$ cat config.mk
export PLATFORM = sky130hd
export DESIGN_NAME = irq_ack_responder
export DESIGN_NICKNAME = d
export VERILOG_FILES = /design/src/rtl/irq_resp_pkg.sv /design/src/rtl/irq_ack_ctrl.sv /design/src/rtl/irq_vec_datapath.sv /design/src/rtl/irq_ack_responder.sv
export SDC_FILE = /design/constraint.sdc
export NUM_CORES = 1
export LEC_CHECK = 0
export ABC_AREA = 1
export BUFFER_PORTS_ARGS = -buffer_cell sky130_fd_sc_hd__buf_2
export CORE_MARGIN = 1
export CORE_UTILIZATION = 37
export DETAILED_ROUTE_END_ITERATION = 8
export GPL_ROUTABILITY_DRIVEN = 0
export PLACE_DENSITY = 0.78
export RECOVER_POWER = 100
export SYNTH_ARGS = -nofsm -noshare
export SYNTH_HDL_FRONTEND = slang
export SYNTH_SLANG_ARGS = --single-unit
$ cat constraint.sdc
create_clock -name clk -period 1.2 [get_ports clk]
set_clock_uncertainty 0.05 [all_clocks]
set_input_delay 0 -clock clk [delete_from_list [all_inputs] [get_ports clk]]
set_output_delay 0 -clock clk [all_outputs]
set_load 0.05 [all_outputs]
$ cat src/rtl/irq_resp_pkg.sv
package irq_resp_pkg;

  typedef enum logic [1:0] {
    RESP_HIZ    = 2'b00,
    RESP_VECTOR = 2'b01,
    RESP_CALL   = 2'b10,
    RESP_ZERO   = 2'b11
  } respMode_e;

  // strobes from the acknowledge control to the vector datapath
  typedef struct packed {
    logic capture;  // acknowledge just seen: snapshot the sources
    logic drop;     // acknowledge just released
    logic active;   // acknowledge cycle in progress
  } ackStrobe_t;

endpackage

$ cat src/rtl/irq_ack_ctrl.sv
module irq_ack_ctrl
  import irq_resp_pkg::*;
(
  input  logic       clk,
  input  logic       rstN,
  input  logic       iackN,
  input  logic       chainEn,
  input  logic       latchHit,
  output ackStrobe_t strb,
  output logic       idcN
);

  logic ackActive;

  always_ff @(posedge clk or negedge rstN) begin
    if (!rstN) ackActive <= 1'b0;
    else       ackActive <= !iackN;
  end

  always_comb begin
    strb.capture = !iackN && !ackActive;
    strb.drop    = iackN && ackActive;
    strb.active  = ackActive;
  end

  // forward the acknowledge only when nothing local was pending
  assign idcN = !(chainEn && ackActive && !latchHit);

  a_r9_chain_only_when_idle: assert property (@(posedge clk) disable iff (!rstN)
    !idcN |-> !latchHit);

  a_r10_chain_disabled: assert property (@(posedge clk) disable iff (!rstN)
    !chainEn |-> idcN);

endmodule

$ cat src/rtl/irq_vec_datapath.sv
module irq_vec_datapath
  import irq_resp_pkg::*;
#(
  parameter int NUM_SRC = 8,
  parameter int DATA_W  = 8,
  parameter logic [DATA_W-1:0] CALL_CODE = 8'hCD,
  localparam int IDX_W  = $clog2(NUM_SRC)
) (
  input  logic               clk,
  input  logic               rstN,
  input  logic [NUM_SRC-1:0] srcFlag,
  input  logic [NUM_SRC-1:0] srcEnable,
  input  logic [1:0]         respMode,
  input  logic               statusMod,
  input  logic [DATA_W-1:0]  baseVector,
  input  ackStrobe_t         strb,
  output logic               irqN,
  output logic               latchHit,
  output logic [DATA_W-1:0]  dataOut,
  output logic               dataOe
);

  logic [NUM_SRC-1:0] pendVec;
  logic [IDX_W-1:0]   winIdx;
  logic [IDX_W-1:0]   latchIdx;
  logic [DATA_W-1:0]  vecByte;
  respMode_e          modeSel;

  assign pendVec = srcFlag & srcEnable;
  assign irqN    = !(|pendVec);
  assign modeSel = respMode_e'(respMode);

  // lowest index wins
  always_comb begin
    winIdx = '0;
    for (int i = NUM_SRC - 1; i >= 0; i--) begin
      if (pendVec[i]) winIdx = IDX_W'(i);
    end
  end

  always_ff @(posedge clk or negedge rstN) begin
    if (!rstN) begin
      latchHit <= 1'b0;
      latchIdx <= '0;
    end else if (strb.capture) begin
      latchHit <= |pendVec;
      latchIdx <= winIdx;
    end else if (strb.drop) begin
      latchHit <= 1'b0;
    end
  end

  generate
    if (DATA_W > IDX_W) begin : g_fold
      assign vecByte = statusMod ? {baseVector[DATA_W-1:IDX_W], latchIdx} : baseVector;
    end else begin : g_plain
      assign vecByte = baseVector;
    end
  endgenerate

  always_comb begin
    dataOe  = strb.active && latchHit && (modeSel != RESP_HIZ);
    dataOut = '0;
    if (dataOe) begin
      case (modeSel)
        RESP_VECTOR: dataOut = vecByte;
        RESP_CALL:   dataOut = CALL_CODE;
        default:     dataOut = '0;
      endcase
    end
  end

  a_r2_silent_without_hit: assert property (@(posedge clk) disable iff (!rstN)
    !latchHit |-> !dataOe);

  a_r3_hiz_never_drives: assert property (@(posedge clk) disable iff (!rstN)
    (modeSel == RESP_HIZ) |-> !dataOe);

  a_r8_index_held: assert property (@(posedge clk) disable iff (!rstN)
    strb.active |=> (!strb.active || $stable(latchIdx)));

  a_r11_idle_quiet: assert property (@(posedge clk) disable iff (!rstN)
    !strb.active |-> (!dataOe && dataOut == '0));

endmodule

$ cat src/rtl/irq_ack_responder.sv
module irq_ack_responder
  import irq_resp_pkg::*;
#(
  parameter int NUM_SRC = 8,
  parameter int DATA_W  = 8
) (
  input  logic               clk,
  input  logic               rstN,
  input  logic [NUM_SRC-1:0] srcFlag,
  input  logic [NUM_SRC-1:0] srcEnable,
  input  logic [1:0]         respMode,
  input  logic               statusMod,
  input  logic [DATA_W-1:0]  baseVector,
  input  logic               chainEn,
  input  logic               iackN,
  output logic               irqN,
  output logic [DATA_W-1:0]  dataOut,
  output logic               dataOe,
  output logic               idcN
);

  ackStrobe_t strb;
  logic       latchHit;

  irq_ack_ctrl u_ctrl (
    .clk      (clk),
    .rstN     (rstN),
    .iackN    (iackN),
    .chainEn  (chainEn),
    .latchHit (latchHit),
    .strb     (strb),
    .idcN     (idcN)
  );

  irq_vec_datapath #(
    .NUM_SRC (NUM_SRC),
    .DATA_W  (DATA_W)
  ) u_dp (
    .clk        (clk),
    .rstN       (rstN),
    .srcFlag    (srcFlag),
    .srcEnable  (srcEnable),
    .respMode   (respMode),
    .statusMod  (statusMod),
    .baseVector (baseVector),
    .strb       (strb),
    .irqN       (irqN),
    .latchHit   (latchHit),
    .dataOut    (dataOut),
    .dataOe     (dataOe)
  );

endmodule

# After elaboration in Yosys (flattened, before gate mapping)
# Cells that the tools add are included.
# totals
register_bits	5
latchBits	0
mem_bits_rw	0
rom_bits	0
inputBits	31
output_inout_bits	11
memories	0
# classes
n_addsub	0
mul	0
div_mod_pow	0
magnitude_cmp	0
n_eq_ne	2
shifts	0
mux	13
bitwise_logic	1
reduce_logical	14
# ops
cell	n
$mux 3	9
$pmux 8 s2	1
$and 8x8->8	1
$mux 8	1
$reduce_or 8->1	1
$logic_and 1x1->1	6
$logic_not 1->1	5
$reduce_bool 2->1	2
$eq 2x1->1 const B	1
$eq 2x2->1 const B	1
$mux 1	2

# Depth between registers and ports, before layout
# logic_depth
depth_word	9
ltp_mapped	10
mapped_depth_nobuf	10

# Hierarchy
# From an unflattened synthesis, not the netlist that was laid out.
# hier_totals
hier_cells	81
hier_area_um2	518.0
# modules_own_cells
module	instances	cells_each	area_per_inst_um2	seq_area_each_um2
irq_vec_datapath	1	73	461.7	100.1
irq_ack_ctrl	1	8	56.3	25.0

# Worst setup path before layout
# OpenSTA, ideal clock, no wires.
# synth_path
kind	flip-flop to output port
startpoint	reg u_ctrl.ackActive
endpoint	out dataOut[4]
t_arrival_ns	1.368
required_ns	1.150
setup_slack_ns	-0.218
path_stages_with_launch	7
cell_sequence	dfrtp_1 > inv_2 > nor2_2 > nand2_2 > nor2_4 > nand2_4 > nor2_1
# synth_between
elab_chain_cells	3
# synth_lines
element	line	rtl
from (decl)	irq_ack_ctrl.sv:13	logic ackActive;
from (signal assigned)	irq_ack_ctrl.sv:17	else ackActive <= !iackN;
$logic_and 1x1->1 (2 in series)	irq_vec_datapath.sv:62	dataOe = strb.active && latchHit && (modeSel != RESP_HIZ);
$mux 8	irq_vec_datapath.sv:64	if (dataOe) begin
to (decl)	irq_ack_responder.sv:17	output logic [DATA_W-1:0] dataOut,
# No other way between the ends.

# Worst setup path in the final report
# layout_path
startpoint	reg u_ctrl.ackActive
endpoint	out dataOut[2]
# Same word-level chain as after synthesis.

==> out/qor_table.md <==
| Stage | Metric | This run |
| --- | --- | --- |
| status | Result of the run | finished with violations |
| status | Violated checks | negative setup slack |
| min path | Endpoint of the worst hold path | u_dp.latchIdx[0]$_DFFE_PN0P_ |
| pwr | Total net switching power | 0.209 mW |
| setup path | FF-to-FF Start | u_ctrl.ackActive$_DFF_PN0_ |
| yosys | Sequential cell area fraction in the yosys report | 25.0% |
| yosys | Yosys synthesis warning count | 0 |
| routing | Count of nets left with antenna violations after detail routing | 0 |
| placement | HPWL after detailed placement | 1.03 mm |
| pwr | Share of power burned in registers | 32.5% |
| clocking | Clock slew seen by the registers of the worst setup and hold paths | 40 ps |
| pwr | Part of the power in the clock network | 30.8% |
| routing | Vias per inst | 4.43 |
| clocking | Clock tree from TritonCTS | yes |
| floorplan | Core region area | 1190 sq um |
| floorplan | Count of standard-cell rows | 12 |
| floorplan | Die area | 1500 sq um |
| cells and area | Most common cell after layout, fill and taps aside | sky130_fd_sc_hd__nand2_1 |
| sta | Highest clock rate | 0.717 GHz |
| clocking | Total number of clock tree sinks | 5 |
| placement | Minimum setup slack after placement | -9.93 ps |
| floorplan | Horizontal die dimension | 38.8 um |
| sta | Final worst-path cycle share | 116% |
| floorplan | DIE HEIGHT | 38.8 um |
| cells and area | Multi-input gate area | 334 sq um |
| routing | Detailed-router iteration count before antenna repair | 4 |
| cells and area | Antenna diode count | 0 |
| cells and area | Layout cells sized above 1 | 42.1% |
| clocking | Clock root buffer | sky130_fd_sc_hd__clkbuf_4 |
| clocking | Count of H-tree levels built during CTS | 1 |
| sta | Measured slew at the worst slew-check pin | 299 ps |
| cells and area | Leading cell types in the layout, fill and taps excluded | 36 x sky130_fd_sc_hd__nand2_1, 30 x sky130_fd_sc_hd__buf_2, 10 x sky130_fd_sc_hd__inv_1 |
| setup path | Data arrival time of the critical path | 1340 ps |
| pwr | Power density over the cells | 723 nW/um^2 |
| setup path | Endpoint of the worst register-to-register path | u_dp.latchIdx[0]$_DFFE_PN0P_ |
| yosys | Area share of the largest cell type after synthesis | 27.0% |
| clocking | CTS buffer count | 3 |
| sta | Final setup fails | 8 |
| cells and area | Non-Filler Instances | 147 |
| sta | Setup repair after global routing missed its margin | true |
| sta | Number of pins exceeding their max-slew limit in the final report | 0 |
| sta | Max-slew headroom at the worst pin | 80.1% |
| cells and area | Layout overhead on the synthesized area | 71.5% |
| setup path | Worst path slowest cell | sky130_fd_sc_hd__dfrtp_1 |
| setup path | R2R depth | 7 |
| global routing | Global-route wire length before repair | 2.09 mm |
| setup path | Stage delay of the slowest cell on the critical path | 330 ps |
| floorplan | Starting utilization of the core area | 42.2% |
| cells and area | Area occupied by registers | 125 sq um |
| clocking | Maximum count of clock buffers along a single path | 2 |
| yosys | Mapped Cells | 83 |
| routing | Remaining DRCs | 0 |
| pwr | Logic gate share of total power | 36.6% |
| setup path | Reg2Reg Setup Slack | 50 ps |
| floorplan | Top Ports | 42 |
| global routing | GRT Total Usage | 21.2% |
| routing | Via count | 651 |
| run | Count of max-cap constraint violations | 0 |
| yosys | Total nets after synthesis | 118 |
| setup path | Path type of the worst setup path | reg2out |
| sta | Minimum period implied by the final worst setup slack | 1390 ps |
| routing | Total detailed-routing wirelength | 1.35 mm |
| pwr | Lkg Pwr | 0.538 nW |
| setup path | Maximum fanout encountered on the critical timing path | 4 |
| placement | Number of cells after detailed placement | 138 |
| clocking | Source-to-sink clock delay at the later pin of the worst-skew pair | 240 ps |
| setup path | Worst Path Required | 1150 ps |
| global routing | Number of antenna violations at the first check in global routing | 0 |
| yosys | Number of synthesized register bits | 5 |
| pwr | Sw Ratio | 33.6% |
| sta | Final Hold Vio Count | 0 |
| min path | Type of the most critical hold path | in2reg |
| placement | Count of buffers inserted at the top-level ports | 41 |
| global routing | Largest net degree at the start of global routing | 6 |
| setup path | Cell-by-cell listing of the critical path | inv_2, nor2_2, nand2_2, nor2_4, nand2_4, o21ai_2, buf_6 |
| yosys | Unique masters post-synth | 16 |
| min path | Instance count along the most critical hold path | 5 |
| global routing | Via count of the first global-routing pass | 531 |
| yosys | Cell Area, Synth | 500 sq um |
| sta | Final worst slack | -194 ps |
| setup path | Type of origin of the critical path | register |
| yosys | Largest area contributor in the netlist | sky130_fd_sc_hd__nand2_1 |
| setup path | Kind of capture point of the worst setup path | output port |
| routing | First-iteration detailed-routing DRC count | 11 |
| cells and area | FILL cells | 98 |
| routing | Average detailed-routed wire length per instance | 9.15 um |
| pwr | Internal Power | 0.412 mW |
| yosys | Synth area leaders | sky130_fd_sc_hd__nand2_1 27%, sky130_fd_sc_hd__dfrtp_1 25%, sky130_fd_sc_hd__ha_1 10%, sky130_fd_sc_hd__inv_1 8.3%, sky130_fd_sc_hd__nor2_1 6.8% |
| pwr | Worst IR Drop VDD | 0.682 mV |
| min path | Launch instance of the worst min-delay path | srcEnable[1] |
| yosys | Mean Syn Cell Area | 6.03 sq um |
| cells and area | Post-layout net count | 169 |
| global routing | Grt ovf | 0 |
## critical path, delay by kind of cell (launching register included)
| family | cells | cell delay [ps] |
|---|---|---|
| DFF | 1 | 330 |
| buffers and inverters | 2 | 220 |
| and+or+nand+nor | 4 | 400 |
| AOI/OAI and AO/OA | 1 | 150 |
## layer usage
layer	up-vias	track usage, %	part of all wire, %
met5	-	0	0
met4	0	12.1	2.4
met3	6	5.78	5.8
met2	30	39.2	51
met1	264	20.5	41
li1	351	-	-
## cell families (layout without fill, tap and decap cells)
family	Yosys count	count (layout)	synth area share (%)
compound gates	10	10	11.5
fa+ha+maj	4	4	10.0
buf+inv	13	63	9.75
flops	5	5	25.0
mux	1	1	2.00
simple gates	50	50	41.7
## sequential cells by signal, indices dropped and copies added, names as in the netlist
name              count
u_dp.latchIdx         3
u_dp.latchHit         1
u_ctrl.ackActive      1
## power by group through the flow
stage	clock (mW)	sequential, mW	combinational [mW]
after floorplan	0	0.200	0.131
after global placement	0	0.202	0.202
after detailed placement	0	0.204	0.206
after CTS	0.201	0.202	0.224
after global routing	0.219	0.204	0.257
final	0.192	0.202	0.227
## cell usage after synthesis, drive strengths merged
cell and number:
a21oi 6, dfrtp 5, ha 4, inv 13, mux2i 1, nand2 38
nand3 1, nor2 11, o21ai 4
## worst max-delay path by stage
stage | slack [ps] | startpoint | to
2_1_floorplan | -220 | u_ctrl.ackActive$_DFF_PN0_ | dataOut[4]
3_3_place_gp | 60 | respMode[0] | dataOut[2]
3_5_place_dp | -10 | respMode[0] | dataOut[2]
4_1_cts | -180 | u_ctrl.ackActive$_DFF_PN0_ | dataOut[2]
5_1_grt | -300 | u_ctrl.ackActive$_DFF_PN0_ | dataOut[5]
6_report | -190 | u_ctrl.ackActive$_DFF_PN0_ | dataOut[2]
## through the flow
| step | TNS, ps | util [%] | power [mW] | instance area (sq um) | hold WS, ps |
|---|---|---|---|---|---|
| finish | -1220 | 72.4 | 0.621 | 858 | 17.9 |
| global route | -2260 | 72.4 | 0.680 | 858 | 45.1 |
| CTS | -1100 | 71.7 | 0.626 | 851 | 16.5 |
| detailed placement | -9.93 | 61.6 | 0.410 | 731 | -227 |
| global placement | 0 | 61.6 | 0.404 | 731 | -229 |
| floorplan | -470 | - | 0.331 | 508 | -346 |
## layout make-up
class,count,share of cell area [%]
inverter,13,5.98
tap,14,2.04
multi-input combinational,65,38.9
timing repair buffer,46,35.4
sequential,5,14.6
clock buffer,4,3.06
## repair_timing
action                                 4_1_cts  5_1_grt
pin swaps                                    1        1
gates resized for setup                     15        8
endpoints found under the hold margin        7        0
hold buffers                                 4        0
setup buffers                                1        1
setup endpoints to repair                    8       11
Note: power is estimated with default switching activity, not from simulation.
